==> src/rtl/shadow_repl_pkg.sv <==
package shadow_repl_pkg;
  // Update applied to the addressed set
  typedef enum logic [1:0] {
    UPD_NONE    = 2'd0,
    UPD_PROMOTE = 2'd1,  // hit: move line to newest position
    UPD_INPLACE = 2'd2,  // miss: overwrite a line where it stands
    UPD_APPEND  = 2'd3   // miss, set all special: drop oldest, append new
  } upd_e;
endpackage

==> src/rtl/shadow_set_scan.sv <==
module shadow_set_scan #(
  parameter int WAYS  = 4,
  parameter int TAG_W = 5,
  localparam int WAY_W = $clog2(WAYS)
) (
  input  logic [WAYS-1:0]            vld,
  input  logic [WAYS-1:0]            spc,
  input  logic [WAYS-1:0][TAG_W-1:0] tags,
  input  logic [TAG_W-1:0]           look_tag,
  output logic                       hit,
  output logic [WAY_W-1:0]           hit_pos,
  output logic                       all_special,
  output logic [WAY_W-1:0]           free_pos
);
  logic             has_inv, has_ns;
  logic [WAY_W-1:0] inv_pos, ns_pos;

  always_comb begin
    hit     = 1'b0;
    hit_pos = '0;
    for (int i = 0; i < WAYS; i++) begin
      if (vld[i] && (tags[i] == look_tag)) begin
        hit     = 1'b1;
        hit_pos = WAY_W'(i);
      end
    end
  end

  // lowest position wins: scan from the top down
  always_comb begin
    has_inv = 1'b0;
    has_ns  = 1'b0;
    inv_pos = '0;
    ns_pos  = '0;
    for (int i = WAYS - 1; i >= 0; i--) begin
      if (!vld[i]) begin
        has_inv = 1'b1;
        inv_pos = WAY_W'(i);
      end
      if (vld[i] && !spc[i]) begin
        has_ns = 1'b1;
        ns_pos = WAY_W'(i);
      end
    end
    all_special = !has_inv && !has_ns;
    free_pos    = has_inv ? inv_pos : ns_pos;
  end
endmodule

==> src/rtl/shadow_set_update.sv <==
module shadow_set_update
  import shadow_repl_pkg::*;
#(
  parameter int WAYS  = 4,
  parameter int TAG_W = 5,
  localparam int WAY_W = $clog2(WAYS)
) (
  input  upd_e                       op,
  input  logic [WAY_W-1:0]           pos,
  input  logic [TAG_W-1:0]           new_tag,
  input  logic                       new_shd,
  input  logic [WAYS-1:0]            vld_i,
  input  logic [WAYS-1:0]            spc_i,
  input  logic [WAYS-1:0]            shd_i,
  input  logic [WAYS-1:0][TAG_W-1:0] tag_i,
  input  logic [WAYS-1:0][WAY_W-1:0] wid_i,
  output logic [WAYS-1:0]            vld_o,
  output logic [WAYS-1:0]            spc_o,
  output logic [WAYS-1:0]            shd_o,
  output logic [WAYS-1:0][TAG_W-1:0] tag_o,
  output logic [WAYS-1:0][WAY_W-1:0] wid_o
);
  always_comb begin
    vld_o = vld_i;
    spc_o = spc_i;
    shd_o = shd_i;
    tag_o = tag_i;
    wid_o = wid_i;
    case (op)
      UPD_INPLACE: begin
        vld_o[pos] = 1'b1;
        tag_o[pos] = new_tag;
        shd_o[pos] = new_shd;
        spc_o[pos] = new_shd;
      end
      UPD_PROMOTE, UPD_APPEND: begin
        for (int i = 0; i < WAYS - 1; i++) begin
          if (i >= int'(pos)) begin
            vld_o[i] = vld_i[i+1];
            spc_o[i] = spc_i[i+1];
            shd_o[i] = shd_i[i+1];
            tag_o[i] = tag_i[i+1];
            wid_o[i] = wid_i[i+1];
          end
        end
        vld_o[WAYS-1] = 1'b1;
        wid_o[WAYS-1] = wid_i[pos];
        if (op == UPD_PROMOTE) begin
          tag_o[WAYS-1] = tag_i[pos];
          shd_o[WAYS-1] = shd_i[pos];
          spc_o[WAYS-1] = shd_i[pos];
        end else begin
          tag_o[WAYS-1] = new_tag;
          shd_o[WAYS-1] = new_shd;
          spc_o[WAYS-1] = new_shd;
        end
      end
      default: ;
    endcase
  end
endmodule

==> src/rtl/shadow_repl_ctrl.sv <==
module shadow_repl_ctrl
  import shadow_repl_pkg::*;
#(
  parameter int ADDR_W   = 8,
  parameter int OFFSET_W = 0,
  parameter int WAYS     = 4,
  parameter int SETS     = 8,
  parameter int CNT_W    = 16,
  localparam int IDX_W   = $clog2(SETS),
  localparam int TAG_W   = ADDR_W - OFFSET_W - IDX_W,
  localparam int WAY_W   = $clog2(WAYS)
) (
  input  logic              clk,
  input  logic              rst_n,
  input  logic              req_valid,
  output logic              req_ready,
  input  logic [ADDR_W-1:0] req_addr,
  input  logic              req_shadow_hint,
  output logic              rsp_valid,
  output logic              rsp_hit,
  output logic              rsp_miss,
  output logic [WAY_W-1:0]  rsp_victim,
  output logic [CNT_W-1:0]  hit_count,
  output logic [CNT_W-1:0]  miss_count
);
  // per-set state, index = recency position
  logic [WAYS-1:0]            vld_q [SETS];
  logic [WAYS-1:0]            spc_q [SETS];
  logic [WAYS-1:0]            shd_q [SETS];
  logic [WAYS-1:0][TAG_W-1:0] tag_q [SETS];
  logic [WAYS-1:0][WAY_W-1:0] wid_q [SETS];

  logic                       rdy_q;
  logic                       acc;
  logic [IDX_W-1:0]           set_idx;
  logic [TAG_W-1:0]           acc_tag;
  logic                       lk_hit, lk_full;
  logic [WAY_W-1:0]           lk_hit_pos, lk_free_pos, upd_pos;
  upd_e                       upd_op;
  logic [WAYS-1:0]            n_vld, n_spc, n_shd;
  logic [WAYS-1:0][TAG_W-1:0] n_tag;
  logic [WAYS-1:0][WAY_W-1:0] n_wid;

  logic                       rsp_valid_d, rsp_hit_d, rsp_miss_d;
  logic [WAY_W-1:0]           rsp_victim_d;
  logic [CNT_W-1:0]           hit_count_d, miss_count_d;

  assign req_ready = rdy_q;
  assign acc       = req_valid && rdy_q;
  assign set_idx   = req_addr[OFFSET_W +: IDX_W];
  assign acc_tag   = req_addr[OFFSET_W + IDX_W +: TAG_W];

  shadow_set_scan #(.WAYS(WAYS), .TAG_W(TAG_W)) u_scan (
    .vld         (vld_q[set_idx]),
    .spc         (spc_q[set_idx]),
    .tags        (tag_q[set_idx]),
    .look_tag    (acc_tag),
    .hit         (lk_hit),
    .hit_pos     (lk_hit_pos),
    .all_special (lk_full),
    .free_pos    (lk_free_pos)
  );

  always_comb begin
    if (!acc) begin
      upd_op  = UPD_NONE;
      upd_pos = '0;
    end else if (lk_hit) begin
      upd_op  = UPD_PROMOTE;
      upd_pos = lk_hit_pos;
    end else if (lk_full) begin
      upd_op  = UPD_APPEND;
      upd_pos = '0;
    end else begin
      upd_op  = UPD_INPLACE;
      upd_pos = lk_free_pos;
    end
  end

  shadow_set_update #(.WAYS(WAYS), .TAG_W(TAG_W)) u_upd (
    .op      (upd_op),
    .pos     (upd_pos),
    .new_tag (acc_tag),
    .new_shd (req_shadow_hint),
    .vld_i   (vld_q[set_idx]),
    .spc_i   (spc_q[set_idx]),
    .shd_i   (shd_q[set_idx]),
    .tag_i   (tag_q[set_idx]),
    .wid_i   (wid_q[set_idx]),
    .vld_o   (n_vld),
    .spc_o   (n_spc),
    .shd_o   (n_shd),
    .tag_o   (n_tag),
    .wid_o   (n_wid)
  );

  // response and counter next state
  always_comb begin
    rsp_valid_d  = acc;
    rsp_hit_d    = acc && lk_hit;
    rsp_miss_d   = acc && !lk_hit;
    rsp_victim_d = wid_q[set_idx][upd_pos];
    hit_count_d  = hit_count  + CNT_W'(rsp_hit_d);
    miss_count_d = miss_count + CNT_W'(rsp_miss_d);
  end

  always_ff @(posedge clk or negedge rst_n) begin
    if (!rst_n) begin
      for (int s = 0; s < SETS; s++) begin
        vld_q[s] <= '0;
        spc_q[s] <= '0;
        shd_q[s] <= '0;
        tag_q[s] <= '0;
        for (int w = 0; w < WAYS; w++) wid_q[s][w] <= WAY_W'(w);
      end
    end else if (acc) begin
      for (int s = 0; s < SETS; s++) begin
        if (set_idx == IDX_W'(s)) begin
          vld_q[s] <= n_vld;
          spc_q[s] <= n_spc;
          shd_q[s] <= n_shd;
          tag_q[s] <= n_tag;
          wid_q[s] <= n_wid;
        end
      end
    end
  end

  always_ff @(posedge clk or negedge rst_n) begin
    if (!rst_n) begin
      rdy_q      <= 1'b0;
      rsp_valid  <= 1'b0;
      rsp_hit    <= 1'b0;
      rsp_miss   <= 1'b0;
      rsp_victim <= '0;
      hit_count  <= '0;
      miss_count <= '0;
    end else begin
      rdy_q      <= 1'b1;
      rsp_valid  <= rsp_valid_d;
      rsp_hit    <= rsp_hit_d;
      rsp_miss   <= rsp_miss_d;
      hit_count  <= hit_count_d;
      miss_count <= miss_count_d;
      if (acc) rsp_victim <= rsp_victim_d;
    end
  end
endmodule

==> config.mk <==
export PLATFORM = sky130hd
export DESIGN_NAME = shadow_repl_ctrl
export DESIGN_NICKNAME = d
export VERILOG_FILES = /design/src/rtl/shadow_repl_pkg.sv /design/src/rtl/shadow_set_scan.sv /design/src/rtl/shadow_set_update.sv /design/src/rtl/shadow_repl_ctrl.sv
export SDC_FILE = /design/constraint.sdc
export NUM_CORES = 1
export LEC_CHECK = 0
export BUFFER_PORTS_ARGS = -buffer_cell sky130_fd_sc_hd__buf_2
export CAP_MARGIN = 0
export CORE_MARGIN = 5
export CORE_UTILIZATION = 57
export DETAILED_ROUTE_END_ITERATION = 16
export PLACE_DENSITY = 0.77
export SLEW_MARGIN = 40
export SYNTH_ARGS = -nofsm -noshare
export SYNTH_HDL_FRONTEND = slang
export SYNTH_SLANG_ARGS = --single-unit
==> constraint.sdc <==
create_clock -name clk -period 3.1 [get_ports clk]
set_input_delay 0.465 -clock clk [delete_from_list [all_inputs] [get_ports clk]]
set_output_delay 0.465 -clock clk [all_outputs]
set_load 0.1 [all_outputs]
Word-level counts from Yosys, hierarchy flattened
Index checks and enable logic that the tools add are counted.

storage, ports and cells
  logic and storage cells = 229
  bits in registers = 358
  output and inout port bits = 38

operators by class
  eq/ne operators = 14
  bitwise gates (word level) = 2
  reduce and logical (&&, ||, !) cells = 30
  $add $sub $neg = 2
  $lt $le $gt $ge = 6
  mux-type cells = 80

operators with widths
  operator                                                         number
  20-bit binary-select mux with 3-bit select                       1
  2-bit 2-to-1 mux                                                 20
  20-bit 2-to-1 mux                                                2
  20-bit one-hot mux with 2 select lines                           1
  4-bit binary-select mux with 3-bit select                        3
  16-bit by 1-bit adder with 16-bit output                         2
  5-bit 2-to-1 mux                                                 6
  1-bit 2-to-1 mux                                                 26
  8-bit binary-select mux with 3-bit select                        1
  4-bit 2-to-1 mux                                                 6
  8-bit 2-to-1 mux                                                 3
  4-bit one-hot mux with 2 select lines                            3
  20-bit bitwise mux                                               1
  5-bit == test                                                    4
  2-bit AND reduction                                              8
  1-bit logical AND                                                13
  3-bit == test, second input constant                             4
  5-bit binary-select mux with 2-bit select                        1
  5-bit demux with 2-bit select                                    1
  4-bit bitwise mux                                                2
  1-bit logical NOT                                                7
  3-bit by 2-bit == test with 1-bit output, second input constant  2
  2-bit binary-select mux with 2-bit select                        1
  2-bit == test, second input constant                             2
  13 further kinds                                                 14

Longest topological paths before layout
Gate-level depths: netlist (run 1).

  depth in word-level cells = 21
  mapped depth = 18
  depth with buffers taken out = 13

By module
A second synthesis (run 1) with hierarchy kept.

second synthesis, totals
  cell total of the unflattened synthesis = 1279
  area total of the unflattened synthesis = 17574.4 µm²

modules (own cells, without submodules)
  module             area an instance (µm²)  cells each  times used  seq. area each (µm²)
  shadow_repl_ctrl   15989.1                 1072        1           8998.6
  shadow_set_update  1276.2                  163         1           0.0
  shadow_set_scan    309.0                   44          1           0.0

Least setup slack after synthesis (run 1)
No wires, ideal clock.

  path kind = input -> register
  from = in req_addr[1]
  to = reg hit_count[12]
  buffers on the path = 5
  required time = 2937 ps
  setup slack = -709 ps
  cell stages on the path = 18
  arrival = 3646 ps
  cells stage by stage = buf_6 > buf_6 > nand2_4 > buf_6 > o22ai_1 > or3_1 > a2111oi_2 > nand4_2 > o21ai_2 > buf_6 > o21a_1 > buf_2 > ha_1 > ha_1 > nand3_1 > or2_2 > nor2_1 > xor2_1

between the ends
  longest elaborated chain between the ends = 12

ends and longest elaborated chain
  what                                                   RTL line                                        source
  start: declaration                                     shadow_repl_ctrl.sv:17                          input logic [ADDR_W-1:0] req_addr,
  3-bit NOT with 4-bit output (implied by the code) (*)  shadow_repl_ctrl.sv:54, shadow_repl_ctrl.sv:56
  20-bit binary-select mux with 3-bit select             shadow_repl_ctrl.sv:56                          .tags (tag_q[set_idx]),
  20-bit 2-to-1 mux (implied by the code) (2 in series)  shadow_repl_ctrl.sv:56
  5-bit == test                                          shadow_set_scan.sv:22                           if (vld[i] && (tags[i] == look_tag)) begin
  1-bit logical AND                                      shadow_set_scan.sv:22
  1-bit 2-to-1 mux (3 in series)                         shadow_set_scan.sv:22
  1-bit 2-to-1 mux (*)                                   shadow_set_scan.sv:22
  1-bit logical AND (*)                                  shadow_repl_ctrl.sv:100                         rsp_hit_d = acc && lk_hit;
  named net rsp_hit_d                                    shadow_repl_ctrl.sv:44                          logic rsp_valid_d, rsp_hit_d, rsp_miss_d;
  16-bit by 1-bit adder with 16-bit output (*)           shadow_repl_ctrl.sv:103                         hit_count_d = hit_count + CNT_W'(rsp_hit_d);
  named net hit_count_d[12]                              shadow_repl_ctrl.sv:46                          logic [CNT_W-1:0] hit_count_d, miss_count_d;
  end signal: assignment                                 shadow_repl_ctrl.sv:143                         hit_count <= hit_count_d;
  end: declaration                                       shadow_repl_ctrl.sv:23                          output logic [CNT_W-1:0] hit_count,

The timed path passes the listed nets; every way through them passes the cells marked *. The select of a mux whose other input is x is not followed.
A chain may end at the register's enable or synchronous reset.

Worst setup path after layout (run 1)
  from = in req_addr[2]
  to = reg tag_q[50] in the netlist's numbering

between the ends
  longest elaborated chain between the ends = 21

ends and longest elaborated chain
  what                                                                                                                                                         RTL line                 source
  3-bit NOT with 4-bit output (implied by the code)                                                                                                            -
  4-bit binary-select mux with 3-bit select                                                                                                                    shadow_repl_ctrl.sv:55   .spc (spc_q[set_idx]),
  4-bit 2-to-1 mux (implied by the code) (2 in series)                                                                                                         shadow_repl_ctrl.sv:55
  1-bit logical NOT                                                                                                                                            shadow_set_scan.sv:40    if (vld[i] && !spc[i]) begin
  1-bit logical AND                                                                                                                                            shadow_set_scan.sv:40
  1-bit 2-to-1 mux (4 in series)                                                                                                                               shadow_set_scan.sv:40
  1-bit logical NOT                                                                                                                                            shadow_set_scan.sv:45    all_special = !has_inv && !has_ns;
  1-bit logical AND                                                                                                                                            shadow_set_scan.sv:45
  2-bit 2-to-1 mux                                                                                                                                             shadow_repl_ctrl.sv:71   end else if (lk_full) begin
  2-bit 2-to-1 mux                                                                                                                                             shadow_repl_ctrl.sv:68   end else if (lk_hit) begin
  2-bit 2-to-1 mux                                                                                                                                             shadow_repl_ctrl.sv:65   if (!acc) begin
  2-bit by 3-bit less-than comparator with 1-bit output (implied by the code) or 2-bit by 1-bit greater-or-equal comparator with 1-bit output (tied branches)  shadow_set_update.sv:32  tag_o[pos] = new_tag;
  1-bit logical AND (implied by the code)                                                                                                                      shadow_set_update.sv:32
  5-bit 2-to-1 mux (implied by the code)                                                                                                                       shadow_set_update.sv:32
  5-bit demux with 2-bit select                                                                                                                                -
  20-bit bitwise mux                                                                                                                                           shadow_set_update.sv:32
  20-bit one-hot mux with 2 select lines                                                                                                                       shadow_set_update.sv:29  case (op)
  end signal: indexed assignment                                                                                                                               shadow_repl_ctrl.sv:122  tag_q[s] <= n_tag;
  end: declaration                                                                                                                                             shadow_repl_ctrl.sv:30   logic [WAYS-1:0][TAG_W-1:0] tag_q [SETS];

Parallel ways exist; a longest one is shown, timed or not. The select of a mux whose other input is x is not followed.

==> impl_metrics.env, run 1 <==
export IMPL_syn_area_per_cell_sq_um=11.2
export IMPL_ys_ff_latch=358
export IMPL_crit_path_frequent_cell="buf_4"
export IMPL_cp_max_fo=18
export IMPL_worstReg2RegEnd="tag_q[50]"
export IMPL_violations="setup timing"
export IMPL_worst_slack_ns=-0.322
export IMPL_grt_max_degree=96
export IMPL_worst_r2r_setup_slack_ns=-0.32
export IMPL_period_share=1.10
export IMPL_wire_per_inst_um=24.5
export IMPL_drc=0
export IMPL_grt_util_all_layers=0.313
export IMPL_irDropWorstVdd_uv=430
export IMPL_start_kind="primary input"
export IMPL_crit_type="primary input to flop"
export IMPL_power_leakage_uw=0.0111
export IMPL_ctsRootBufferMaster="clkbuf_16"
export IMPL_setup_viol=302
export IMPL_grt_pass1_vias=14900
export IMPL_arrival_ns=3.81
export IMPL_synth_top_cell_area_share=0.466
export IMPL_report_final_hold_viol_count=0
export IMPL_io_buffers=49
export IMPL_synth_largest_area_cell="dfrtp_1"
export IMPL_layout_drive_gt1_share=0.485
export IMPL_syn_nets=1575
export IMPL_finalMaxSlewViolations=0
export IMPL_layout_nets=1907
export IMPL_netlist_instances=1559
export IMPL_ff2ff_path_depth=15
export IMPL_fin_util=0.788
export IMPL_cts_tree="done"
export IMPL_maxSlewHeadroom=0.422
export IMPL_io_pins=50
export IMPL_power_density_nw_per_um2=664
export IMPL_dp_cells=2182
export IMPL_die_x_um=185
export IMPL_instances_no_fill=2314
export IMPL_synthFlopType="dfrtp_1"
export IMPL_fmax_ghz=0.292
export IMPL_synth_area_sq_um=17500
export IMPL_firstDrtPassIters=6
export IMPL_core_sq_um=30400
export IMPL_grt_pass1_wl_mm=83.6
export IMPL_synthArstFlopShare=1.00
export IMPL_drtIter0Drc=1395
export IMPL_ant_nets=0
export IMPL_worstSkewPairLatency_ns=0.53
export IMPL_period_needed_ns=3.42
export IMPL_critPathMaxStageDelay_ns=0.39
export IMPL_synthTopCellsByArea="dfrtp_1 (47%), mux2_2 (11%), nand2_1 (6.3%)"
export IMPL_vias=14600
export IMPL_hold_path_class="primary input to asynchronous set/reset pin"
export IMPL_grt_ovfl_total=0
export IMPL_drv_cap=0
export IMPL_end_kind="flop"
export IMPL_dieArea_sq_um=34300
export IMPL_antenna_cells=0
export IMPL_clk_pin_slew_ns=0.06
export IMPL_area_growth_syn_to_layout_pct=37.0
export IMPL_fin_skew_ns=0.0194
export IMPL_critPathSlowestCell="a222oi_1"
export IMPL_worst_slew_pin_slew_ns=0.867
export IMPL_numCtsBuffers=38
export IMPL_cp_required_ns=3.49
export IMPL_htree_levels=2
export IMPL_fp_dieH_um=185
export IMPL_viasPerCell=6.33
export IMPL_rsz0062_at_grt="yes"
export IMPL_synth_edf_count=0
export IMPL_cts_sink_count=358
export IMPL_hpwl_mm=35.1
export IMPL_synth_warnings=0
export IMPL_rows=64
export IMPL_grt_antenna_before_repair=1
export IMPL_yosysSeqAreaShare=0.514
export IMPL_outcome="complete, but fails checks"
export IMPL_cts_max_path_buffers=3
export IMPL_routed_wl_mm=56.8
export IMPL_timing_rr_start="tag_q[138]"
export IMPL_place_congestion=0.972
export IMPL_place_area_sq_um=20400
export IMPL_design_area_sq_um=24000
export IMPL_synth_distinct_cells=90
export IMPL_worstPathCellList="buf_12 -> buf_4 -> nand2b_4 -> buf_12 -> o22ai_4 -> buf_4 -> or3_4 -> a2111oi_4 -> nand4_2 -> o21ai_4 -> buf_6 -> nor2_4 -> buf_6 -> o21ai_2 -> buf_4 -> nand2_1 -> a222oi_1 -> buf_4 -> o21ai_1"
export IMPL_start_util=0.575
-- cells in the mapped netlist (3+ instances only) --
| master | instances |
|---|---|
| a211o_1 | 3 |
| a211oi_1 | 11 |
| a211oi_2 | 5 |
| a21o_1 | 5 |
| a21oi_1 | 25 |
| a221oi_1 | 6 |
| a221oi_2 | 3 |
| a22o_1 | 3 |
| a22oi_1 | 15 |
| a2bb2oi_1 | 5 |
| a31oi_1 | 4 |
| and2_1 | 6 |
| and3_1 | 9 |
| buf_1 | 5 |
| buf_2 | 15 |
| buf_4 | 12 |
| buf_6 | 8 |
| clkbuf_1 | 59 |
| dfrtp_1 | 326 |
| dfstp_2 | 32 |
| ha_1 | 4 |
| inv_1 | 19 |
| mux2_1 | 11 |
| mux2_2 | 170 |
| mux2i_1 | 76 |
| mux4_2 | 32 |
| nand2_1 | 295 |
| nand2b_1 | 6 |
| nand3_1 | 27 |
| nand4_1 | 6 |
| nor2_1 | 41 |
| nor2b_1 | 10 |
| nor3_1 | 12 |
| o21ai_0 | 119 |
| o21ai_1 | 23 |
| o221a_2 | 3 |
| o221ai_1 | 11 |
| o22ai_1 | 19 |
| o31ai_1 | 6 |
| o32ai_1 | 3 |
| or2_1 | 3 |
| or3_1 | 5 |
| xnor2_1 | 34 |
| xor2_1 | 8 |
-- how the worst max path moves through the flow --
stage                           start            to  slack [ns]  cells past startpoint
final                     req_addr[2]     tag_q[50]       -0.32                     19
after global placement    req_addr[2]     vld_q[28]        -1.0                     15
after CTS                   vld_q[24]      wid_q[0]       -0.20                     14
after floorplan           req_addr[1]  hit_count[9]       -0.40                     17
after global routing       tag_q[130]    tag_q[150]       -0.43                     16
after detailed placement  req_addr[2]     wid_q[55]       -1.04                     17
-- critical path: cells and delay by family --
kind / cells / cell delay, ns
AOI/OAI and AO/OA: 6 / 1.24
buffers and inverters: 8 / 1.28
and+or+nand+nor: 5 / 0.81
-- sequential cells by signal, indices dropped and copies added (netlist names), 2 cells and up --
| signal | cells |
|---|---|
| shd_q | 32 |
| hit_count | 16 |
| tag_q | 160 |
| wid_q | 64 |
| spc_q | 32 |
| vld_q | 32 |
| rsp_victim | 2 |
| miss_count | 16 |
-- cells by family after synthesis --
| family | Yosys count | synth area share |
|---|---|---|
| simple gates | 443 | 0.112 |
| flops | 358 | 0.514 |
| fa+ha+maj | 4 | 0.00286 |
| xor+xnor | 42 | 0.0210 |
| mux | 289 | 0.201 |
| other cells | 1 | 0.000214 |
| compound gates | 302 | 0.116 |
| buf+inv | 120 | 0.0334 |
-- cell usage in the layout (no fill, tap or decap), types with 8 or more instances in the layout --
master,n
dfrtp_1,326
nand2_1,283
buf_4,264
mux2_2,106
mux2_4,69
mux2i_1,67
o21ai_1,57
o21ai_2,50
buf_6,47
buf_2,45
clkbuf_16,40
mux4_2,32
dfstp_2,32
o21ai_0,29
nor2_1,27
buf_12,27
xnor2_1,25
inv_1,19
nand3_1,19
a21oi_1,13
clkbuf_1,11
xnor2_2,9
o22ai_2,9
a211oi_2,9
a22oi_2,8
nor2_4,8
xor2_1,8
nor2_2,8
a21oi_4,8
clkbuf_8,8
-- area by class of cell --
class                      count  area [sq um]
timing repair buffer         392          3450
multi-input combinational   1081          9720
tap                          396           495
inverter                      20          75.1
clock inverter                 9           126
sequential                   358          9000
fill                        1675          6440
clock buffer                  58          1130
-- report_power, final --
group	internal, uW	switching (uW)	leakage [uW]	total (uW)
sequential	5650	632	0.00459	6290
clock	2750	1870	0.000614	4630
combinational	2320	2700	0.00590	5020
total	10700	5200	0.0111	15900
-- routing by layer --
metal,part of all wire,GRT usage,vias up
li1,-,-,6260
met1,0.39,0.402,7413
met2,0.49,0.513,741
met3,0.071,0.0674,222
met4,0.049,0.140,2
met5,0.00012,0,-
-- through the flow --
step / total power (uW) / TNS [ns] / hold WS [ns] / worst slack, ns
2_1_floorplan: 8570 / -69.28 / 0.169 / -0.404
3_3_place_gp: 9960 / -296.83 / 0.446 / -0.997
3_5_place_dp: 10100 / -296.43 / 0.450 / -1.04
4_1_cts: 15200 / -19.54 / 0.0298 / -0.198
5_1_grt: 16500 / -79.86 / 0.442 / -0.429
6_report: 15900 / -39.68 / 0.419 / -0.322
-- timing repair --
action | CTS | global route
resized for setup | 152 | 308
hold buffers | 0 | 1
buffers inserted | 31 | 42
endpoints found under the setup margin | 347 | 346
pin swaps | 34 | 67
cloned | 1 | 1
endpoints found under the hold margin | 0 | 36
Note: power is estimated with default switching activity, not from simulation.
==> run 2: changes to the inputs <==
--- a/config.mk
+++ b/config.mk
@@ -11,6 +11,7 @@
 export CORE_UTILIZATION = 57
 export DETAILED_ROUTE_END_ITERATION = 16
 export PLACE_DENSITY = 0.77
+export SKIP_LAST_GASP = 1
 export SLEW_MARGIN = 40
 export SYNTH_ARGS = -nofsm -noshare
 export SYNTH_HDL_FRONTEND = slang
==> impl_metrics.env, run 2 (same netlist as run 1, synthesis figures left out) <==
export IMPL_outcome="complete, but fails checks"
export IMPL_violations="setup timing"
export IMPL_crit_type="flop to flop"
export IMPL_cp_max_fo=8
export IMPL_crit_path_frequent_cell="buf_6"
export IMPL_drtIter0Drc=1372
export IMPL_firstDrtPassIters=5
export IMPL_power_share_clock=0.293
export IMPL_grt_ovfl_total=0
export IMPL_cp_required_ns=3.49
export IMPL_cts_max_path_buffers=3
export IMPL_fin_skew_ns=0.0260
export IMPL_rsz0062_at_grt="yes"
export IMPL_largest_register_ffs=160
export IMPL_p_int_uw=10600
export IMPL_reg_top3="tag_q: 160 flops, wid_q: 64 flops"
export IMPL_core_sq_um=30400
export IMPL_report_final_hold_viol_count=0
export IMPL_critPathMaxStageDelay_ns=0.41
export IMPL_power_total_uw=15700
export IMPL_period_share=1.10
export IMPL_clk_pin_slew_ns=0.06
export IMPL_viasPerCell=6.25
export IMPL_layout_drive_gt1_share=0.471
export IMPL_wire_per_inst_um=23.8
export IMPL_period_needed_ns=3.42
export IMPL_finalMaxSlewViolations=0
export IMPL_numCtsBuffers=38
export IMPL_dp_cells=2182
export IMPL_switching_share=0.321
export IMPL_critPathSlowestCell="dfrtp_1"
export IMPL_start_kind="flop"
export IMPL_fillCellCount=1773
export IMPL_layout_commonest_cell="dfrtp_1"
export IMPL_die_x_um=185
export IMPL_regMostFlops="tag_q"
export IMPL_ctsRootBufferMaster="clkbuf_16"
export IMPL_rows=64
export IMPL_end_kind="flop"
export IMPL_grt_max_degree=96
export IMPL_comb_power_share=0.306
export IMPL_io_pins=50
export IMPL_htree_levels=2
export IMPL_cts_tree="done"
export IMPL_switchingPower_uw=5030
export IMPL_power_density_nw_per_um2=662
export IMPL_layout_nets=1910
export IMPL_routed_wl_mm=55.1
export IMPL_setup_viol=337
export IMPL_fp_dieH_um=185
export IMPL_grt_pass1_wl_mm=83.3
export IMPL_cts_sink_count=358
export IMPL_holdWs_ns=0.422
export IMPL_irDropWorstVdd_uv=425
export IMPL_place_area_sq_um=20400
export IMPL_layout_common_cells="dfrtp_1 (326), nand2_1 (279), buf_4 (266)"
export IMPL_instances_no_fill=2317
export IMPL_grt_pass1_vias=14900
export IMPL_drv_cap=0
export IMPL_maxSlewHeadroom=0.377
export IMPL_antenna_cells=0
export IMPL_grt_util_all_layers=0.311
export IMPL_io_buffers=49
export IMPL_grt_antenna_before_repair=1
export IMPL_p_seq_frac=0.400
export IMPL_dieArea_sq_um=34300
export IMPL_arrival_ns=3.80
export IMPL_power_leakage_uw=0.0110
export IMPL_vias=14500
export IMPL_area_growth_syn_to_layout_pct=35.1
export IMPL_design_area_sq_um=23700
export IMPL_worst_slew_pin_slew_ns=0.934
export IMPL_worstPathCellList="mux2i_1 -> a221oi_2 -> o22ai_2 -> xnor2_1 -> or3_4 -> o21ai_4 -> buf_6 -> nor2_4 -> buf_6 -> o21ai_4 -> buf_6 -> nand2_2 -> a222oi_1 -> buf_4 -> o21ai_1"
export IMPL_hpwl_mm=35.1
export IMPL_ant_nets=0
export IMPL_worst_slack_ns=-0.315
export IMPL_fmax_ghz=0.293
export IMPL_worstSkewPairLatency_ns=0.53
export IMPL_start_util=0.575
export IMPL_place_congestion=0.972
export IMPL_drc=0
export IMPL_hold_path_class="primary input to asynchronous set/reset pin"
==> run 2: changes by cell type in the layout (fill, tap and decap cells not counted), moves of 3 or more <==
cell,delta
mux2_2,+16
a21oi_4,-3
mux2_4,-16
xnor2_2,-3
a22oi_1,+3
xnor2_1,+3
nand2_2,+6
o21ai_0,+41
a22oi_2,-3
nand2_1,-4
o21ai_2,-13
o21ai_1,-27
o22ai_4,-3
==> run 2: worst paths after layout <==
| path | from | end | slack [ns] | depth (start not counted) |
|---|---|---|---|---|
| max reg2reg | tag_q[98] | tag_q[50] | -0.32 | 15 |
| min reg2reg | wid_q[58] | wid_q[58] | 0.46 | 2 |
| max in group asynchronous | rst_n | tag_q[23] | 1.55 | 4 |
| min | rst_n | miss_count[12] | 0.42 | 2 |
| min in group clk | wid_q[58] | wid_q[58] | 0.46 | 2 |
| max | tag_q[98] | tag_q[50] | -0.32 | 15 |
==> run 2: final cells by class <==
| type | count | area, sq um | area share |
|---|---|---|---|
| multi-input combinational | 1081 | 9360 | 0.396 |
| sequential | 358 | 9000 | 0.380 |
| timing repair buffer | 395 | 3470 | 0.147 |
| clock buffer | 58 | 1130 | 0.0477 |
| tap | 396 | 495 | 0.0209 |
| clock inverter | 9 | 126 | 0.00534 |
| inverter | 20 | 75.1 | 0.00317 |
==> run 2: power by group through the flow <==
stage / logic, uW / registers (uW) / clock network (uW)
5_1_grt: 5090 / 6360 / 4830
2_1_floorplan: 2110 / 6460 / 0
3_5_place_dp: 3850 / 6270 / 0
6_report: 4800 / 6270 / 4590
3_3_place_gp: 3750 / 6200 / 0
4_1_cts: 4230 / 6210 / 4650
==> run 2: stage by stage <==
step           TNS [ns]  setup slack, ns  utilization
3_3_place_gp    -296.83           -0.997        0.670
3_5_place_dp    -296.43            -1.04        0.670
6_report         -51.86           -0.315        0.777
5_1_grt         -100.38           -0.409        0.777
4_1_cts          -28.16           -0.198        0.738
2_1_floorplan    -69.28           -0.404            -
==> run 2: what timing repair did <==
item / in CTS / in global routing
endpoints found under the hold margin: 0 / 36
pin swaps: 26 / 68
endpoints found under the setup margin: 347 / 346
hold buffers: 0 / 1
buffers inserted: 31 / 41
gates cloned: 1 / 0
gates resized for setup: 112 / 239
==> run 2: worst max-delay path, delay by kind of cell, from the launching register on <==
| kind | cells | cell delay, ns |
|---|---|---|
| AOI/OAI and AO/OA | 6 | 1.34 |
| xor gates and xnor gates | 1 | 0.14 |
| buffers and inverters | 4 | 0.66 |
| DFF | 1 | 0.41 |
| muxes | 1 | 0.22 |
| and+or+nand+nor | 3 | 0.52 |
==> run 2: layer usage <==
metal	global-route usage	wire length (um)
met1	0.401	21600
met2	0.512	26900
met3	0.0683	4090
met4	0.133	2500
met5	0	7
